===== src/rtl/lsu_align_pkg.sv =====
package lsu_align_pkg;
    localparam int DW    = 64;
    localparam int NLANE = DW / 8;
    localparam int OFF_W = $clog2(NLANE);

    typedef enum logic [1:0] {
        SZ_B = 2'd0,
        SZ_H = 2'd1,
        SZ_W = 2'd2,
        SZ_D = 2'd3
    } acc_size_e;

    typedef struct packed {
        logic [OFF_W-1:0] shift;
        acc_size_e        size;
        logic             sign_ext;
    } ld_ctx_t;

    function automatic logic [OFF_W:0] size_bytes(acc_size_e sz);
        return (OFF_W+1)'(1) << sz;
    endfunction

    function automatic logic aligned_chk(logic [OFF_W-1:0] off, acc_size_e sz);
        logic [OFF_W:0] m;
        m = size_bytes(sz) - (OFF_W+1)'(1);
        return (({1'b0, off} & m) == '0);
    endfunction

    // Lowest lane occupied by the item
    function automatic logic [OFF_W-1:0] lane_shift(logic [OFF_W-1:0] off, acc_size_e sz,
                                                    logic be_mode);
        logic [OFF_W:0] t;
        if (be_mode) begin
            t = (OFF_W+1)'(NLANE) - {1'b0, off} - size_bytes(sz);
            return t[OFF_W-1:0];
        end
        return off;
    endfunction
endpackage


===== src/rtl/lane_map.sv =====
module lane_map
    import lsu_align_pkg::*;
(
    input  logic [OFF_W-1:0] off,
    input  acc_size_e        size,
    input  logic             big_endian,
    output logic             aligned,
    output logic [OFF_W-1:0] shift,
    output logic [NLANE-1:0] mask
);
    logic [OFF_W+1:0] lo_lane;
    logic [OFF_W+1:0] hi_lane;

    always_comb begin
        aligned = aligned_chk(off, size);
        shift   = lane_shift(off, size, big_endian);
        lo_lane = {2'b00, shift};
        hi_lane = {2'b00, shift} + {1'b0, size_bytes(size)};
    end

    for (genvar i = 0; i < NLANE; i++) begin : g_lane
        assign mask[i] = ((OFF_W+2)'(i) >= lo_lane) && ((OFF_W+2)'(i) < hi_lane);
    end
endmodule


===== src/rtl/store_pack.sv =====
module store_pack
    import lsu_align_pkg::*;
(
    input  logic [OFF_W-1:0] shift,
    input  logic [NLANE-1:0] mask,
    input  logic [DW-1:0]    st_data,
    output logic [DW-1:0]    wdata
);
    logic [DW-1:0] shifted;

    always_comb shifted = st_data << {shift, 3'b000};

    for (genvar i = 0; i < NLANE; i++) begin : g_lane
        assign wdata[8*i +: 8] = mask[i] ? shifted[8*i +: 8] : 8'h00;
    end
endmodule


===== src/rtl/load_extract.sv =====
module load_extract
    import lsu_align_pkg::*;
(
    input  logic          clk,
    input  logic          rst,
    input  logic          capture,
    input  ld_ctx_t       ctx_in,
    input  logic          rvalid,
    input  logic [DW-1:0] rdata,
    output logic          ld_valid,
    output logic [DW-1:0] ld_data
);
    ld_ctx_t       ctx_q;
    logic [DW-1:0] raw;
    logic [DW-1:0] ext;
    logic          sgn;

    always_ff @(posedge clk) begin
        if (rst) begin
            ctx_q <= '0;
        end else if (capture) begin
            ctx_q <= ctx_in;
        end
    end

    always_comb begin
        raw = rdata >> {ctx_q.shift, 3'b000};
        sgn = 1'b0;
        ext = raw;
        case (ctx_q.size)
            SZ_B: begin
                sgn = ctx_q.sign_ext & raw[7];
                ext = {{(DW-8){sgn}}, raw[7:0]};
            end
            SZ_H: begin
                sgn = ctx_q.sign_ext & raw[15];
                ext = {{(DW-16){sgn}}, raw[15:0]};
            end
            SZ_W: begin
                sgn = ctx_q.sign_ext & raw[31];
                ext = {{(DW-32){sgn}}, raw[31:0]};
            end
            default: ext = raw;
        endcase
    end

    always_ff @(posedge clk) begin
        if (rst) begin
            ld_valid <= 1'b0;
            ld_data  <= '0;
        end else begin
            ld_valid <= rvalid;
            if (rvalid) ld_data <= ext;
        end
    end

    // result strobe follows the response strobe by one cycle
    p_valid_follows_r10: assert property (@(posedge clk) disable iff (rst)
        rvalid |=> ld_valid);
    // no result change without a strobe
    p_data_hold_r10: assert property (@(posedge clk) disable iff (rst)
        !ld_valid |-> $stable(ld_data));
endmodule


===== src/rtl/mem_align_unit.sv =====
module mem_align_unit
    import lsu_align_pkg::*;
#(
    parameter int ADDR_W = 32
) (
    input  logic              clk,
    input  logic              rst,
    input  logic              req_valid,
    input  logic              req_is_store,
    input  logic [ADDR_W-1:0] req_addr,
    input  logic [1:0]        req_size,
    input  logic              req_signed,
    input  logic              big_endian,
    input  logic [63:0]       st_data,
    output logic              mem_req_valid,
    output logic              mem_we,
    output logic [ADDR_W-1:0] mem_addr,
    output logic [7:0]        mem_be,
    output logic [63:0]       mem_wdata,
    input  logic              mem_rvalid,
    input  logic [63:0]       mem_rdata,
    output logic              ld_valid,
    output logic [63:0]       ld_data,
    output logic              misalign
);
    acc_size_e        size;
    logic [OFF_W-1:0] off;
    logic             aligned;
    logic [OFF_W-1:0] shift;
    logic [NLANE-1:0] mask;
    logic [DW-1:0]    packed_wdata;
    logic             hit;
    ld_ctx_t          ctx;

    assign size = acc_size_e'(req_size);
    assign off  = req_addr[OFF_W-1:0];

    lane_map u_map (
        .off        (off),
        .size       (size),
        .big_endian (big_endian),
        .aligned    (aligned),
        .shift      (shift),
        .mask       (mask)
    );

    store_pack u_pack (
        .shift   (shift),
        .mask    (mask),
        .st_data (st_data),
        .wdata   (packed_wdata)
    );

    always_comb begin
        hit           = req_valid & aligned;
        mem_req_valid = hit;
        mem_we        = hit & req_is_store;
        mem_addr      = {req_addr[ADDR_W-1:OFF_W], {OFF_W{1'b0}}};
        mem_be        = (hit & req_is_store) ? mask : '0;
        mem_wdata     = (hit & req_is_store) ? packed_wdata : '0;
        ctx.shift     = shift;
        ctx.size      = size;
        ctx.sign_ext  = req_signed;
    end

    always_ff @(posedge clk) begin
        if (rst) misalign <= 1'b0;
        else     misalign <= req_valid & ~aligned;
    end

    load_extract u_load (
        .clk      (clk),
        .rst      (rst),
        .capture  (hit & ~req_is_store),
        .ctx_in   (ctx),
        .rvalid   (mem_rvalid),
        .rdata    (mem_rdata),
        .ld_valid (ld_valid),
        .ld_data  (ld_data)
    );

    // a store enables as many lanes as it has bytes
    p_be_count_r4: assert property (@(posedge clk) disable iff (rst)
        (req_valid && req_is_store && aligned) |-> ($countones(mem_be) == int'(size_bytes(size))));
    // a misaligned request raises the flag on the next cycle
    p_misalign_pulse_r2: assert property (@(posedge clk) disable iff (rst)
        (req_valid && !aligned) |=> misalign);
    // a flagged request produced no memory traffic
    p_misalign_quiet_r3: assert property (@(posedge clk) disable iff (rst)
        misalign |-> ($past(mem_be) == '0 && !$past(mem_req_valid)));
    // loads never drive byte enables
    p_load_no_be_r6: assert property (@(posedge clk) disable iff (rst)
        !req_is_store |-> (mem_be == '0));
endmodule


===== config.mk =====
export PLATFORM = sky130hd
export DESIGN_NAME = mem_align_unit
export DESIGN_NICKNAME = d
export VERILOG_FILES = /design/src/rtl/lsu_align_pkg.sv /design/src/rtl/lane_map.sv /design/src/rtl/store_pack.sv /design/src/rtl/load_extract.sv /design/src/rtl/mem_align_unit.sv
export SDC_FILE = /design/constraint.sdc
export NUM_CORES = 1
export LEC_CHECK = 0
export BUFFER_PORTS_ARGS = -buffer_cell sky130_fd_sc_hd__buf_2
export CAP_MARGIN = 20
export CORE_AREA = 2 2 149 122
export CTS_BUF_LIST = sky130_fd_sc_hd__clkbuf_16
export DETAILED_ROUTE_END_ITERATION = 10
export DIE_AREA = 0 0 151 124
export HOLD_SLACK_MARGIN = 0.02
export PLACE_DENSITY = 0.77
export RECOVER_POWER = 50
export SLEW_MARGIN = 20
export SYNTH_ARGS = -nofsm -noshare
export SYNTH_HDL_FRONTEND = slang
export SYNTH_SLANG_ARGS = --single-unit

===== constraint.sdc =====
create_clock -name clk -period 4.4 [get_ports clk]
set_input_delay 0.44 -clock clk [delete_from_list [all_inputs] [get_ports clk]]
set_output_delay 0.44 -clock clk [all_outputs]
set_load 0.01 [all_outputs]

# Word-level counts from Yosys, hierarchy flattened

Cells that the tools add are included.
Widths: inputs -> output; s select.

$add $sub $neg: 4
Magnitude comparators: 16
Equality and inequality tests: 2
Shifts and indexed selects: 3
Mux-type cells: 14
Bitwise operators: 10
Reductions and logical operators: 10

Operators by type and width:

| cell                | count |
|---|---|
| $pmux 64 s3         | 1 |
| $mux 8              | 9 |
| $mux 64             | 1 |
| $shl 64x6->64       | 1 |
| $shr 64x6->64       | 1 |
| $lt 3x5->1 const A  | 4 |
| $ge 3x3->1 const A  | 4 |
| $lt 1x5->1 const A  | 2 |
| $lt 2x5->1 const A  | 2 |
| $logic_and 1x1->1   | 8 |
| $and 1x1->1         | 7 |
| $ge 1x3->1 const A  | 2 |
| $ge 2x3->1 const A  | 2 |
| $mux 3              | 2 |
| $add 3x4->5         | 1 |
| $and 3x4->4         | 1 |
| $logic_not 4->1     | 1 |
| $shl 1x2->4 const A | 1 |
| $sub 4x1->4 const B | 1 |
| $sub 1x3->3 const A | 1 |
| $sub 3x3->3         | 1 |
| $eq 2x1->1 const B  | 1 |
| $eq 2x2->1 const B  | 1 |
| $logic_not 2->1     | 1 |
| 2 further kinds     | 3 |

Flip-flop bits (word level): 72
Logic and storage cells: 65

# Logic depth before layout (Yosys ltp)

Word-level depth: 9
Depth in mapped cells: 17
Mapped depth without buffers: 14

# Modules after synthesis

From an unflattened synthesis, not the netlist that was laid out.

Cell total of the unflattened synthesis: 940
Area, all modules: 7,802.5 um^2

By module, submodules not included:

| module         | times used | cells an instance | area each (um^2) | seq. area each (um^2) |
|---|---|---|---|---|
| load_extract   | 1          | 496               | 4,469.3          | 1,421.4 |
| store_pack     | 1          | 254               | 1,786.7          | 0.0 |
| mem_align_unit | 1          | 134               | 1,096.1          | 20.0 |
| lane_map       | 1          | 56                | 450.4            | 0.0 |

# Least setup slack after synthesis

Ideal clock, no wire load.

Path type: input-to-output
From: input port req_size[0]
To: output port mem_be[1]
Arrival time: 3,892 ps
Path slack: 68 ps
Stages: 17
Cell sequence: or2_2 ha_1 ha_1 nor3_1 o21ai_2 xor2_4 inv_4 clkbuf_1 buf_2 ha_1 a21o_2 a21oi_1 a2bb2oi_1 o31ai_2 a211o_1 clkbuf_1 nor2_1

Cells in the longest elaborated chain, start to end: 8

RTL lines:

| what                | RTL line             | RTL |
|---|---|---|
| from (decl)         | mem_align_unit.sv:11 | `input logic [1:0] req_size,` |
| $shl 1x2->4 *       | lsu_align_pkg.sv:20  | `return (OFF_W+1)'(1) << sz;` |
| $sub 3x3->3 *       | lsu_align_pkg.sv:34  | `t = (OFF_W+1)'(NLANE) - {1'b0, off} - size_bytes(sz);` |
| $mux 3 *            | lsu_align_pkg.sv:33  | `if (be_mode) begin` |
| $mux 3 *            | lsu_align_pkg.sv:37  | `return off;` |
| net shift[2]        | mem_align_unit.sv:29 | `logic [OFF_W-1:0] shift;` |
| $add 3x4->5         | lane_map.sv:18       | `hi_lane = {2'b00, shift} + {1'b0, size_bytes(size)};` |
| $lt 1x5->1          | lane_map.sv:22       | `assign mask[i] = ((OFF_W+2)'(i) >= lo_lane) && ((OFF_W+2)'(i) < hi_lane);` |
| $logic_and 1x1->1 * | lane_map.sv:22       |  |
| $mux 8 *            | mem_align_unit.sv:59 | `mem_be = (hit & req_is_store) ? mask : '0;` |
| to (decl)           | mem_align_unit.sv:18 | `output logic [7:0] mem_be,` |

Mark *: on every way through the listed nets, which the timed path passes. The rest lies on a longest branch. The select of a mux whose other input is x is not followed.

# Worst setup path in the final report

From: input port req_size[0]
To: output port mem_wdata[38]

Cells in the longest elaborated chain, start to end: 9

RTL lines:

| what              | RTL line             | RTL |
|---|---|---|
| $shl 1x2->4 *     | lsu_align_pkg.sv:20  |  |
| $sub 3x3->3       | lsu_align_pkg.sv:34  |  |
| $mux 3            | lsu_align_pkg.sv:33  |  |
| $mux 3            | lsu_align_pkg.sv:37  |  |
| $add 3x4->5       | lane_map.sv:18       |  |
| $lt 3x5->1        | lane_map.sv:22       |  |
| $logic_and 1x1->1 | lane_map.sv:22       |  |
| $mux 8            | store_pack.sv:14     | `assign wdata[8*i +: 8] = mask[i] ? shifted[8*i +: 8] : 8'h00;` |
| $mux 64 *         | mem_align_unit.sv:60 | `mem_wdata = (hit & req_is_store) ? packed_wdata : '0;` |
| to (decl)         | mem_align_unit.sv:19 | `output logic [63:0] mem_wdata,` |

Every way passes the cells marked *; elsewhere a longest branch is shown, timed or not. The select of a mux whose other input is x is not followed.

==> impl_metrics.ini <==
[route]
dr.pass1.iters = 5
drt_iter0_drc = 713
wire_per_inst_um = 18.4
routed_wl_mm = 25.4
drc = 0
antenna_left = 0
vias_per_cell = 5.72
vias = 7882

[clock_tree]
htreeDepth = 3
clk_latency_ns = 0.34
cts_root_buffer = clkbuf_16
clkTransAtPathRegs_ns = 0.05
clockBufferDepth = 2
cts_tree = done
numCtsBuffers = 9
cts.sinks = 72
hold_buffers = 0

[floorplan]
die_h_um = 124
io_pins = 341
core-area_um2 = 17100
rows = 43
die_area_um2 = 18700
start_util_pct = 39.7
fp.dieW_um = 151

[synthesis]
synth_top_area_share_pct = 21.2
ys_top_cells_by_area = dfxtp_1, mux2i_1, nand2_1, nor2_1, a211oi_1
ys_seq_area_share_pct = 21.2
synth_commonest_cells = nand2_1, nor2_1, mux2i_1
async_flop_share_pct = 0
yosys.area.top_type = dfxtp_1
yosys.area_share.xor_xnor_pct = 0.793
muxShareOfSynthArea_pct = 21.0
synth_most_common_cell = nand2_1
synth_edf_count = 0
synth_top_flop_cell = dfxtp_1
syn_area_um2 = 6790
avgSynthCellArea_um2 = 7.15
synth_top_family_by_area = simple AND/OR/NAND/NOR gates
synth_fa_ha_area_share_pct = 1.11
ys_ff_latch = 72
ys_warn_count = 0
yosys.cell_types.count = 58
synth-compound-area-share_pct = 19.3
netlist_instances = 950
synthSimpleGateAreaFrac_pct = 26.4

[pwr]
power_leakage_nw = 3.66
power.net_switching_w = 0.000842
internal_power_w = 0.00156
power_density_nw_per_um2 = 289
ir_worst_vdd_v = 0.000218
pwr-share-comb_pct = 35.1
seq_power_share_pct = 30.1
p_sw_share_pct = 35.0
pwr-share-clk_pct = 34.8

[global_routing]
antenna_found_initial = 2
grt_pass1_vias = 6860
grt.total_usage_pct = 25.6
grt_pass1_wl_mm = 37.8
grt_start_max_net_pins = 73
grt.overflow.total = 0

[outcome]
status = complete, but fails checks
violations = max-capacitance violations, max-slew violations

[finish]
syn2layout_area_growth_pct = 22.3
final-seq-area_um2 = 1440
final_util_pct = 48.5
multi_input_area_um2 = 4690
final_cell_count_no_fill = 1378
layout-drive-gt1-share_pct = 26.4
fin_nets = 1321
fill_cells = 1720

[setup_path]
worstPathRequired_ns = 3.96
crit_family = compound AO/OA/AOI/OAI gates
crit_slowest_cell = a221o_2
arrival_ns = 3.83
critPathBufInv = 2
cp_max_fo = 9
endpoint_kind = output pin
cp-start-kind = input pin
crit_path_max_incr_delay_ns = 0.49
crit_chain = buf_2 -> or2_2 -> ha_1 -> ha_1 -> mux2_2 -> xor2_1 -> ha_1 -> a21oi_1 -> xnor2_1 -> a21oi_1 -> a221o_2 -> a21oi_1 -> buf_2
path_class = in -> out

[placed_design]
pre_cts_ws_ns = 0.0348
dp.cells = 1358
gp_congestion = 0.959
io_buffers = 279
dpl.hpwl_mm = 19.0

[sta]
final-max-slew-violation-count = 73
grt_setup_unrepaired = yes
max_slew.worst_pin.slew_ns = 3.29
fin_skew_ns = 0.00569
slew_headroom_pct = -119
tns_ns = 0
max_freq_ghz = 0.234
fin_crit_sh_pct = 97.0
fin_crit_ns = 4.27
hold_viol = 0
setup_viol = 0
setup_ws_ns = 0.131

[hold_path]
worstHoldPathType = in -> reg

[flow_run]
cap_violations = 1
cells in the final DEF (no fill, tap or decap), types with 9 or more instances in the layout:
cell / n
buf_2: 213
nand2_1: 196
nor2_1: 106
mux2i_1: 92
dfxtp_1: 71
clkbuf_1: 67
a211oi_1: 52
nand3_1: 48
a21oi_1: 45
o211ai_1: 25
mux2_2: 18
and2_1: 18
buf_4: 18
inv_1: 17
o21ai_0: 17
mux4_2: 13
a31oi_1: 10
nor3_1: 9
clkbuf_16: 9
layer usage:
| metal | global-route usage, % | vias to the layer above | share of wire [%] |
|---|---|---|---|
| li1 | - | 3691 | - |
| met2 | 39.2 | 559 | 44 |
| met5 | 0 | - | 0 |
| met4 | 8.94 | 0 | 3.2 |
| met1 | 35.7 | 3572 | 41 |
| met3 | 5.49 | 60 | 12 |
power groups by stage:
| stage | registers [W] | clock network, W | logic, W |
|---|---|---|---|
| detailed placement | 0.000734 | 0 | 0.000824 |
| global placement | 0.000733 | 0 | 0.000817 |
| CTS | 0.000720 | 0.000844 | 0.000829 |
| floorplan | 0.000739 | 0 | 0.000577 |
| global route | 0.000727 | 0.000872 | 0.000916 |
| finish | 0.000722 | 0.000837 | 0.000844 |
final timing paths:
path / from / to / slack, ns / depth (start not counted)
worst max-delay path: req_size[0] / mem_wdata[38] / 0.13 / 13
worst min-delay path: req_signed / u_load.ctx_q[0]$_SDFFE_PP0P_ / 0.38 / 3
worst min register to register: u_load.ld_data[7]$_SDFFE_PP0P_ / u_load.ld_data[7]$_SDFFE_PP0P_ / 0.47 / 2
worst max register to register: u_load.ctx_q[3]$_SDFFE_PP0P_ / u_load.ld_data[45]$_SDFFE_PP0P_ / 0.95 / 7
state kept, by name (all words and copies together) (netlist names):
signal	flops
u_load.ld_data	64
misalign	1
u_load.ld_valid	1
u_load.ctx_q	6
stage by stage:
step,hold WS (ns),total power [W],instance area [um2]
2_1_floorplan,0.489,0.00132,6800
3_3_place_gp,0.452,0.00155,8010
3_5_place_dp,0.458,0.00156,8010
4_1_cts,0.365,0.00239,8340
5_1_grt,0.379,0.00252,8300
6_report,0.376,0.00240,8300
worst reg2reg max path: stages, from the launching register on:
cell and delay, ns:
dfxtp_2 0.72, nor2b_1 0.67, a2bb2oi_1 0.20, a41o_1 0.37, a21oi_2 0.14, buf_4 0.23, o31a_2 0.66, a211oi_1 0.18
layout make-up:
cell class | count | area share [%]
multi-input cells | 744 | 56.5
repair buffers | 299 | 17.6
flip-flops and latches | 72 | 17.4
well taps | 225 | 3.39
clock buffers | 9 | 2.71
clock inverters | 7 | 1.36
inverters | 20 | 0.935
diodes | 2 | 0.0603
repair_timing:
item                                    CTS  global route
setup buffers                             0             2
endpoints found under the setup margin    0            49
resized for setup                         0             5
kinds of logic (layout without fill, tap and decap cells):
kind of cell | after synthesis | in the layout
xor+xnor | 4 | 4
fa+ha+maj | 6 | 6
compound gates | 190 | 190
other cells | 1 | 5
buf+inv | 136 | 335
mux | 124 | 124
simple gates | 417 | 417
flops | 72 | 72
No activity file was read; power rests on OpenSTA's default activity.
